<file path="config.mk">
export PLATFORM = sky130hd
export DESIGN_NAME = vnpic_top
export DESIGN_NICKNAME = d
export VERILOG_FILES = /design/src/rtl/vnpic_pkg.sv /design/src/rtl/vnpic_pick.sv /design/src/rtl/vnpic_bank.sv /design/src/rtl/vnpic_top.sv
export SDC_FILE = /design/constraint.sdc
export NUM_CORES = 1
export LEC_CHECK = 0
export BUFFER_PORTS_ARGS = -buffer_cell sky130_fd_sc_hd__buf_2
export CAP_MARGIN = 10
export CORE_MARGIN = 3
export CORE_UTILIZATION = 45
export DETAILED_ROUTE_END_ITERATION = 6
export PLACE_DENSITY = 0.68
export SLEW_MARGIN = 10
export SYNTH_ARGS = -nofsm -noshare
export SYNTH_HDL_FRONTEND = slang
export SYNTH_SLANG_ARGS = --single-unit
</file>
<file path="constraint.sdc">
create_clock -name clk -period 3.5 [get_ports clk]
set_input_delay 0.175 -clock clk [delete_from_list [all_inputs] [get_ports clk]]
set_output_delay 0.175 -clock clk [all_outputs]
set_load 0.01 [all_outputs]
</file>
<file path="src/rtl/vnpic_pkg.sv">
package vnpic_pkg;
  localparam logic [3:0] VEC_BASE = 4'hF;

  function automatic logic [7:0] vec_of(input int unsigned idx);
    logic [3:0] num;
    num = 4'(idx + 1);
    return {VEC_BASE, num};
  endfunction
endpackage

</file>
<file path="src/rtl/vnpic_pick.sv">
module vnpic_pick #(
  parameter int N  = 8,
  localparam int IW = $clog2(N)
) (
  input  logic [N-1:0]  req,
  output logic          found,
  output logic [IW-1:0] idx
);
  always_comb begin
    found = 1'b0;
    idx   = '0;
    for (int i = N - 1; i >= 0; i--) begin
      if (req[i]) begin
        found = 1'b1;
        idx   = IW'(i);
      end
    end
  end
endmodule

</file>
<file path="src/rtl/vnpic_bank.sv">
module vnpic_bank #(
  parameter int N = 8
) (
  input  logic         clk,
  input  logic         rst_n,
  input  logic [N-1:0] irq_in,
  input  logic         en_wr,
  input  logic [N-1:0] en_data,
  input  logic [N-1:0] set_srv,
  input  logic [N-1:0] clr_srv,
  output logic [N-1:0] flag,
  output logic [N-1:0] en,
  output logic [N-1:0] insrv
);
  logic [N-1:0] flag_d;
  logic [N-1:0] insrv_d;

  for (genvar g = 0; g < N; g++) begin : g_dev
    always_comb begin
      flag_d[g]  = (flag[g] & ~clr_srv[g]) | irq_in[g];
      insrv_d[g] = (insrv[g] & ~clr_srv[g]) | set_srv[g];
    end

    always_ff @(posedge clk or negedge rst_n) begin
      if (!rst_n) begin
        flag[g]  <= 1'b0;
        insrv[g] <= 1'b0;
        en[g]    <= 1'b0;
      end else begin
        flag[g]  <= flag_d[g];
        insrv[g] <= insrv_d[g];
        if (en_wr) en[g] <= en_data[g];
      end
    end
  end
endmodule

</file>
<file path="src/rtl/vnpic_top.sv">
module vnpic_top #(
  parameter int NUM_DEV = 8,
  localparam int IW = $clog2(NUM_DEV)
) (
  input  logic               clk,
  input  logic               rst_n,
  input  logic [NUM_DEV-1:0] irq_in,
  input  logic               en_wr,
  input  logic [NUM_DEV-1:0] en_data,
  input  logic               gie,
  input  logic               int_ack,
  input  logic               eoi,
  output logic               int_req,
  output logic [7:0]         vector
);
  import vnpic_pkg::*;

  logic               rst_meta, rst_q_n;
  logic [NUM_DEV-1:0] flag, en, insrv, cand_vec, set_srv, clr_srv;
  logic               c_ok, h_ok, above, take;
  logic [IW-1:0]      c_idx, h_idx;

  // reset: asserted at once, released through two flops
  always_ff @(posedge clk or negedge rst_n) begin
    if (!rst_n) begin
      rst_meta <= 1'b0;
      rst_q_n  <= 1'b0;
    end else begin
      rst_meta <= 1'b1;
      rst_q_n  <= rst_meta;
    end
  end

  vnpic_bank #(.N(NUM_DEV)) u_bank (
    .clk(clk), .rst_n(rst_q_n), .irq_in(irq_in), .en_wr(en_wr),
    .en_data(en_data), .set_srv(set_srv), .clr_srv(clr_srv),
    .flag(flag), .en(en), .insrv(insrv)
  );

  assign cand_vec = flag & en & ~insrv;

  vnpic_pick #(.N(NUM_DEV)) u_cand (.req(cand_vec), .found(c_ok), .idx(c_idx));
  vnpic_pick #(.N(NUM_DEV)) u_top  (.req(insrv),    .found(h_ok), .idx(h_idx));

  always_comb begin
    above   = !h_ok || (c_idx < h_idx);
    int_req = gie && c_ok && above;
    take    = int_req && int_ack;
    for (int i = 0; i < NUM_DEV; i++) begin
      set_srv[i] = take && (c_idx == IW'(i));
      clr_srv[i] = eoi && h_ok && (h_idx == IW'(i));
    end
    vector = take ? vec_of(32'(c_idx)) : 8'h00;
  end

  // global switch gates the request line
  a_r3_gie_gate: assert property (@(posedge clk) disable iff (!rst_q_n)
    !gie |-> !int_req);

  // acknowledged vector carries the fixed upper nibble
  a_r5_vec_base: assert property (@(posedge clk) disable iff (!rst_q_n)
    take |-> vector[7:4] == 4'hF);

  // no level at or above the candidate is in service when requesting
  a_r7_no_blocker: assert property (@(posedge clk) disable iff (!rst_q_n)
    int_req |-> (insrv & ((NUM_DEV'(1) << (c_idx + 1'b1)) - NUM_DEV'(1))) == '0);

  // accepted acknowledge opens exactly one level
  a_r6_one_level: assert property (@(posedge clk) disable iff (!rst_q_n)
    (take && !eoi) |=> $countones(insrv) == $past($countones(insrv)) + 1);

  // end-of-service closes exactly one level
  a_r9_one_close: assert property (@(posedge clk) disable iff (!rst_q_n)
    (eoi && h_ok && !take) |=> $countones(insrv) == $past($countones(insrv)) - 1);

  // stray acknowledge leaves service state alone
  a_r10_stray_ack: assert property (@(posedge clk) disable iff (!rst_q_n)
    (int_ack && !int_req && !eoi) |=> $stable(insrv));
endmodule

</file>
==> results of run 1 <==
[worst max-delay path, cell delays in order, from the launching register on]
cell and delay, ps:
dfrtp_1 510, nand3b_2 210, o21ai_1 110, or2_4 270
nor2_1 330, ha_1 310, a211oi_1 340, a31o_4 280
and3_2 210, buf_2 130
[through the flow]
step	area, um2	hold slack [ps]	std cells	setup slack (ps)
after floorplan	1510	-121	140	965
after global placement	1660	-40.3	207	787
after detailed placement	1660	-36.4	207	672
after CTS	1750	1.04	214	278
after global routing	1770	7.24	216	73.6
final	1770	21.8	216	277
[state kept, by name, summed over array words and instances (netlist names)]
signal and cells:
u_bank.flag 8, u_bank.en 8, rst_q_n 1, rst_meta 1, u_bank.insrv 8
[logic make-up (layout without fill, tap and decap cells)]
| group | after synthesis | count (layout) | share of synthesized area (%) |
|---|---|---|---|
| simple gates | 58 | 58 | 23.3 |
| compound gates | 28 | 28 | 16.4 |
| flops | 26 | 26 | 43.2 |
| buf+inv | 11 | 43 | 4.23 |
| fa+ha+maj | 8 | 8 | 6.64 |
| mux | 8 | 8 | 5.98 |
| other cells | 1 | 1 | 0.249 |
[final timing paths]
check                                 from         endpoint  slack [ps]  cells after the start
max                        u_bank.insrv[0]        vector[6]         280                      9
max reg2reg                u_bank.insrv[0]  u_bank.insrv[5]         860                      8
min in group asynchronous            rst_n         rst_meta         140                      2
min                              irq_in[2]   u_bank.flag[2]          20                      2
max in group asynchronous          rst_q_n  u_bank.insrv[6]        2530                      0
min reg2reg                       rst_meta          rst_q_n         370                      0
[layer usage]
metal | GRT usage [%] | up-vias
met1 | 20.1 | 573
met2 | 29.8 | 19
met5 | 0 | -
met4 | 1.62 | 0
li1 | - | 568
met3 | 3.34 | 2
[cells in the final DEF (no fill, tap or decap), types with 5 or more instances in the layout]
cell            n
nor2_1         12
ha_1            8
dfrtp_1        26
buf_2          30
nand2_1        11
a21o_1          8
nand3b_1        7
dlygate4sd3_1   5
mux2_2          8
[power breakdown]
| group | switching (uW) | internal [uW] | total (uW) |
|---|---|---|---|
| Clock | 86.8 | 116 | 203 |
| Sequential | 72.1 | 358 | 430 |
| Combinational | 390 | 321 | 711 |
[layout make-up]
type / count / area share (%)
multi-input combinational: 103 / 44.9
sequential: 26 / 36.8
timing repair buffer: 35 / 11.3
clock inverter: 1 / 1.70
clock buffer: 3 / 1.27
inverter: 4 / 0.850
tap: 44 / 3.12
==> metrics, run 1 <==
status completed; CP Max Fanout 14; Clock Tree Root clkbuf_4; Design Power 1340 uW; Synth cell types 41; post-synthesis sequential area ratio 43.2%; die area 4080 um2; wire per inst 14.6 um; placer congestion estimate 0.857; number of top-level pins 31; Final Cycle Share 92.1%; Pins Over Slew Limit 0; Num CTS Buffers 3; CTS Hold Bufs 3; Syn Nets 170; crit start category flip-flop; layout cells sized above 1 34.9%; initial antenna violation count 0; Rel. slew slack 37.9%; WL met2 1610 um; GRT Total Usage 16.2%; Reg area 651 um2; DR WL met3 102 um; first-pass detailed-route iteration total 4; Post-Synthesis Mean Instance Area 10.8 um2; post-synthesis register bit count 26; initial DRC count 24; routed wire length 3160 um; top cells by count, synth dfrtp_1 (26), nor2_1 (12), nand2_1 (11); DIE HEIGHT 63.9 um; Pleak 0.000829 uW; EDFF count, synth 0; total clock sinks 26; filler cell count 276; largest area contributor in the netlist dfrtp_1; Floorplan Core Area 3130 um2; wire length on met1 1440 um; vias 1162; Hold/Removal Path Class primary input to flip-flop; vias in the first global route 1187; Synth top area share 43.2%; final setup fails 0; # port buffers 30; starting density of the core 48.2%; count leader, synth dfrtp_1; top sig layer met4; maxcap violations 0; Pwr Density 761 nW/um2; Nets 203; Final min period 3220 ps; Syn Inst Count 140; HPWL after detailed placement 2490 um; Syn Std Cell Area 1510 um2; Post-CTS Setup Inserts 0; Core Util, Final 56.5%; die width 63.9 um; Diodes inserted 0; Crit Path Class flip-flop to output pin; global route overflow 0; footprint of the multi-input gates 793 um2; Fin Setup TNS 0 ps; Worst IR Drop VDD 0.389 mV; row count 20; most common flop cell mapped by yosys dfrtp_1; antenna viol nets, final 0; largest cells by area after synthesis dfrtp_1 (43%), ha_1 (6.6%), mux2_2 (6.0%); clk buf depth 2; Final Hold Viols 0; Worst EP arrival 3050 ps; fmax 0.310 GHz; Synthesis Warnings 0; Data required, critical path 3320 ps; unrepaired setup endpoints after global routing false; Setup crit end kind output pin; clock latency on the worst-skew pair 330 ps; Async SR Flop Fraction 100%; first-pass GRT wire length 5280 um; Area growth, synth to finish 17.2%; vias per inst 5.38; CTS tree done; post-CTS resize count 0; largest net degree at the start of global routing 25; Least-Margin Pin Slew 932 ps; CTS H-Tree Depth 1; Residual DRC 0; Setup Skew 10.6 ps; Clock transition at path regs 140 ps
Note: power is estimated with default switching activity, not from simulation.
==> inputs of run 2 (changes only) <==
--- a/config.mk
+++ b/config.mk
@@ -10,7 +10,7 @@
 export CORE_MARGIN = 3
 export CORE_UTILIZATION = 45
 export DETAILED_ROUTE_END_ITERATION = 6
-export PLACE_DENSITY = 0.68
+export PLACE_DENSITY = 0.78
 export SLEW_MARGIN = 10
 export SYNTH_ARGS = -nofsm -noshare
 export SYNTH_HDL_FRONTEND = slang
==> metrics, run 2 (synthesis results as in run 1) <==
status completed; Pins Over Slew Limit 0; largest net degree at the start of global routing 25; die area 4080 um2; CTS tree done; Hold EP u_bank.flag[2]; maxcap violations 0; Data required, critical path 3320 ps; row count 20; post-placement cell area 1660 um2; Critical Path Source u_bank.insrv[0]; Worst EP arrival 2970 ps; Worst IR Drop VDD 0.457 mV; Max stage delay on crit path 500 ps; routed wire length 3190 um; fmax 0.318 GHz; Core Util, Final 55.2%; initial antenna violation count 0; vias 1142; Slowest-stage cell, CP dfrtp_1; Pwr Density 778 nW/um2; reg2reg setup slack 950 ps; number of top-level pins 31; depth of the most critical reg-to-reg path 8; post-CTS resize count 0; most common cell after layout, fill and taps aside buf_2; Net Sw Frac 41.0%; worst path bufs/invs 1; placer congestion estimate 0.886; GRT Total Usage 17.0%; vias in the first global route 1200; DIE HEIGHT 63.9 um; Floorplan Core Area 3130 um2; Final min period 3150 ps; most frequent cells in the layout buf_2 (30), dfrtp_1 (26), nor2_1 (12); layout cells sized above 1 35.7%; clk buf depth 2; Final Cycle Share 89.9%; Rel. slew slack 38.6%; Area growth, synth to finish 14.5%; clock network fraction of total power 15.3%; Least-Margin Pin Slew 921 ps; Cell Int Power 793 uW; initial DRC count 44; clock latency on the worst-skew pair 330 ps; Final Hold Viols 0; Crit Path Class flip-flop to output pin; Sw Pwr 551 uW; crit start category flip-flop; Cells after DPL 207; Pleak 0.000813 uW; crit-path cells nand3b_2, o21ai_1, or2_4, nor2_1, ha_1, a211oi_1, a31o_4, and4_2, buf_2; total clock sinks 26; Final Cell Area 1730 um2; worst r2r dst u_bank.insrv[5]; antenna viol nets, final 0; Fin Setup TNS 0 ps; # port buffers 30; unrepaired setup endpoints after global routing false; wire per inst 15.1 um; Hold/Removal Path Class primary input to flip-flop; HPWL after detailed placement 2550 um; first-pass GRT wire length 5570 um; Hold Path Origin irq_in[2]; Setup crit end kind output pin; CTS H-Tree Depth 1; Comb pwr share 52.8%; CP top delay family simple AND/OR/NAND/NOR gates; Residual DRC 0; global route overflow 0; Layout Cells excl Fill 212; Sequential Power Share 31.9%; final setup fails 0; CP Max Fanout 14; starting density of the core 48.2%; Nets 199; Num CTS Buffers 3; biggest regs u_bank.en (8), u_bank.flag (8), u_bank.insrv (8); worst flop-to-flop path startpoint u_bank.insrv[0]; Diodes inserted 0; Hold WS 11.4 ps; Post-CTS Setup Inserts 0; Setup Skew 12.3 ps; vias per inst 5.39; Clock Tree Root clkbuf_4; Clock transition at path regs 140 ps; hold path depth 2; first-pass detailed-route iteration total 4; die width 63.9 um
[run 2: stage by stage]
stage / worst slack, ps / power (uW)
final: 354 / 1340
after global routing: 46.5 / 1460
after CTS: 360 / 1340
after detailed placement: 735 / 1130
after global placement: 773 / 1120
after floorplan: 965 / 1020
[run 2: worst register-to-register path, delay by kind of cell (launching register included)]
kind / cells / cell delay (ps)
AOI/OAI and AO/OA: 4 / 890
adders and majority gates: 1 / 310
DFF: 1 / 500
and+or+nand+nor: 3 / 800
[run 2: worst max-delay path by stage]
| stage | slack (ps) | endpoint | cells past startpoint |
|---|---|---|---|
| final | 350 | vector[1] | 9 |
| after CTS | 360 | vector[1] | 9 |
| after floorplan | 960 | vector[4] | 10 |
| after detailed placement | 740 | vector[1] | 9 |
| after global routing | 50 | vector[1] | 9 |
| after global placement | 770 | vector[2] | 9 |
[run 2: power groups by stage]
stage / clock [uW] / sequential, uW / combinational, uW
floorplan: 0 / 411 / 608
global placement: 0 / 434 / 687
detailed placement: 0 / 435 / 699
global route: 226 / 441 / 795
CTS: 209 / 428 / 704
finish: 205 / 428 / 710
[run 2: layer usage]
metal / part of all wire, % / track usage (%) / vias up
li1: - / - / 556
met1: 45 / 22.5 / 552
met2: 48 / 28.0 / 23
met5: 0 / 0 / -
met3: 3.9 / 2.28 / 11
met4: 2.9 / 6.74 / 0
[run 2: layout make-up]
| cell class | count | area [um2] |
|---|---|---|
| fill | 288 | 1400 |
| multi-input combinational | 103 | 793 |
| sequential | 26 | 651 |
| timing repair buffer | 31 | 160 |
| tap | 44 | 55.1 |
| clock inverter | 1 | 30.0 |
| clock buffer | 3 | 22.5 |
| inverter | 4 | 15.0 |
[run 2: timing repair]
action | 4_1_cts | 5_1_grt
hold endpoints to repair | 2 | 0
hold buffers | 1 | 0
endpoints found under the setup margin | 0 | 0
==> inputs of run 3 (changes only) <==
--- a/config.mk
+++ b/config.mk
@@ -11,6 +11,7 @@
 export CORE_UTILIZATION = 45
 export DETAILED_ROUTE_END_ITERATION = 6
 export PLACE_DENSITY = 0.78
+export SETUP_SLACK_MARGIN = 0.4
 export SLEW_MARGIN = 10
 export SYNTH_ARGS = -nofsm -noshare
 export SYNTH_HDL_FRONTEND = slang
==> metrics, run 3 (synthesis results as in run 1) <==
routed wire length 3170 um; Comb pwr share 53.4%; global route overflow 0; Num CTS Buffers 3; die area 4080 um2; most common cell after layout, fill and taps aside buf_2; Area growth, synth to finish 15.6%; maxcap violations 0; first-pass GRT wire length 5570 um; Cell Int Power 804 uW; Post-CTS Setup Inserts 0; status completed; CP Max Fanout 14; Clock Tree Root clkbuf_4; Final Hold Viols 0; fmax 0.349 GHz; antenna viol nets, final 0; clock network fraction of total power 15.1%; row count 20; CTS H-Tree Depth 1; biggest regs u_bank.en (8), u_bank.flag (8), u_bank.insrv (8); top sig layer met4; total clock sinks 26; Final Cycle Share 81.9%; layout cells sized above 1 38.1%; Worst EP arrival 2690 ps; Design Power 1360 uW; final setup fails 0; Pins Over Slew Limit 0; Floorplan Core Area 3130 um2; vias in the first global route 1200; WL met2 1530 um; clk buf depth 2; Final min period 2870 ps; Nets 199; crit start category flip-flop; vias per inst 5.43; first-pass detailed-route iteration total 4; Rel. slew slack 38.6%; largest net degree at the start of global routing 25; clock latency on the worst-skew pair 330 ps; number of top-level pins 31; DIE HEIGHT 63.9 um; Clock transition at path regs 140 ps; DR WL met3 169 um; # port buffers 30; Setup crit end kind output pin; Data required, critical path 3320 ps; filler cell count 283; HPWL after detailed placement 2550 um; most frequent cells in the layout buf_2 (30), dfrtp_1 (25), nand2_1 (11); Core Util, Final 55.7%; Net Sw Frac 40.9%; Cells after DPL 207; Layout Cells excl Fill 212; wire length on met1 1380 um; Crit Path Class flip-flop to output pin; GRT Total Usage 17.0%; Pwr Density 781 nW/um2; Diodes inserted 0; vias 1152; die width 63.9 um; Pleak 0.000812 uW; Sequential Power Share 31.5%; Setup Skew 11.2 ps; Residual DRC 0; Fin Setup TNS 0 ps; Sw Pwr 557 uW; unrepaired setup endpoints after global routing false; Worst IR Drop VDD 0.461 mV; placer congestion estimate 0.886; Least-Margin Pin Slew 920 ps; initial DRC count 60; wire per inst 14.9 um; post-layout worst setup margin 633 ps; CTS tree done; starting density of the core 48.2%; initial antenna violation count 0; Hold/Removal Path Class primary input to flip-flop; pre-CTS setup slack 735 ps
-- run 3: cell counts in the layout (fill, tap and decap cells not counted) --
No cell type changed its count.
-- run 3: layer usage --
layer	vias up	global-route usage (%)
li1	561	-
met1	551	22.5
met2	30	28.0
met3	10	2.28
met4	0	6.74
met5	-	0
-- run 3: critical path, cell delays in order (launching register included) --
cell,delay [ps]
dfrtp_1,470
nand3b_1,190
nand2_1,90
a21oi_1,180
nor2_1,80
nor2_2,190
ha_1,270
o21a_1,170
o22ai_1,160
a31o_4,200
and4_2,240
buf_2,130
-- run 3: final timing paths --
kind	start	endpoint	slack, ps	cells after the start
worst max register to register	u_bank.insrv[0]	u_bank.insrv[0]	1180	9
worst min register to register	rst_q_n	u_bank.flag[0]	390	0
max in group asynchronous	rst_q_n	u_bank.insrv[0]	2480	0
worst max-delay path	u_bank.insrv[5]	vector[1]	630	11
worst min-delay path	irq_in[2]	u_bank.flag[2]	10	2
min in group asynchronous	rst_n	rst_meta	130	2
-- run 3: per-stage QoR --
stage	instance area, um2	hold slack, ps
floorplan	1510	-121
global placement	1660	-39.7
detailed placement	1660	-35.9
CTS	1730	9.35
global route	1740	0.00255
finish	1740	12.2
-- run 3: layout make-up --
| cell class | count | area (um2) | share of cell area, % |
|---|---|---|---|
| clock inverters | 1 | 30.0 | 1.72 |
| repair buffers | 31 | 160 | 9.19 |
| flip-flops and latches | 26 | 652 | 37.4 |
| inverters | 4 | 15.0 | 0.861 |
| multi-input cells | 103 | 808 | 46.4 |
| clock buffers | 3 | 22.5 | 1.29 |
| well taps | 44 | 55.1 | 3.16 |
-- run 3: timing repair --
item | 4_1_cts | 5_1_grt
resized for setup | 1 | 4
hold buffers | 1 | 0
hold endpoints to repair | 2 | 0
setup endpoints to repair | 7 | 9
-- run 3: power groups by stage --
stage	Combinational [uW]	Clock, uW	Sequential (uW)
CTS	706	209	428
global placement	687	0	434
floorplan	608	0	411
finish	727	205	429
detailed placement	699	0	435
global route	814	226	443
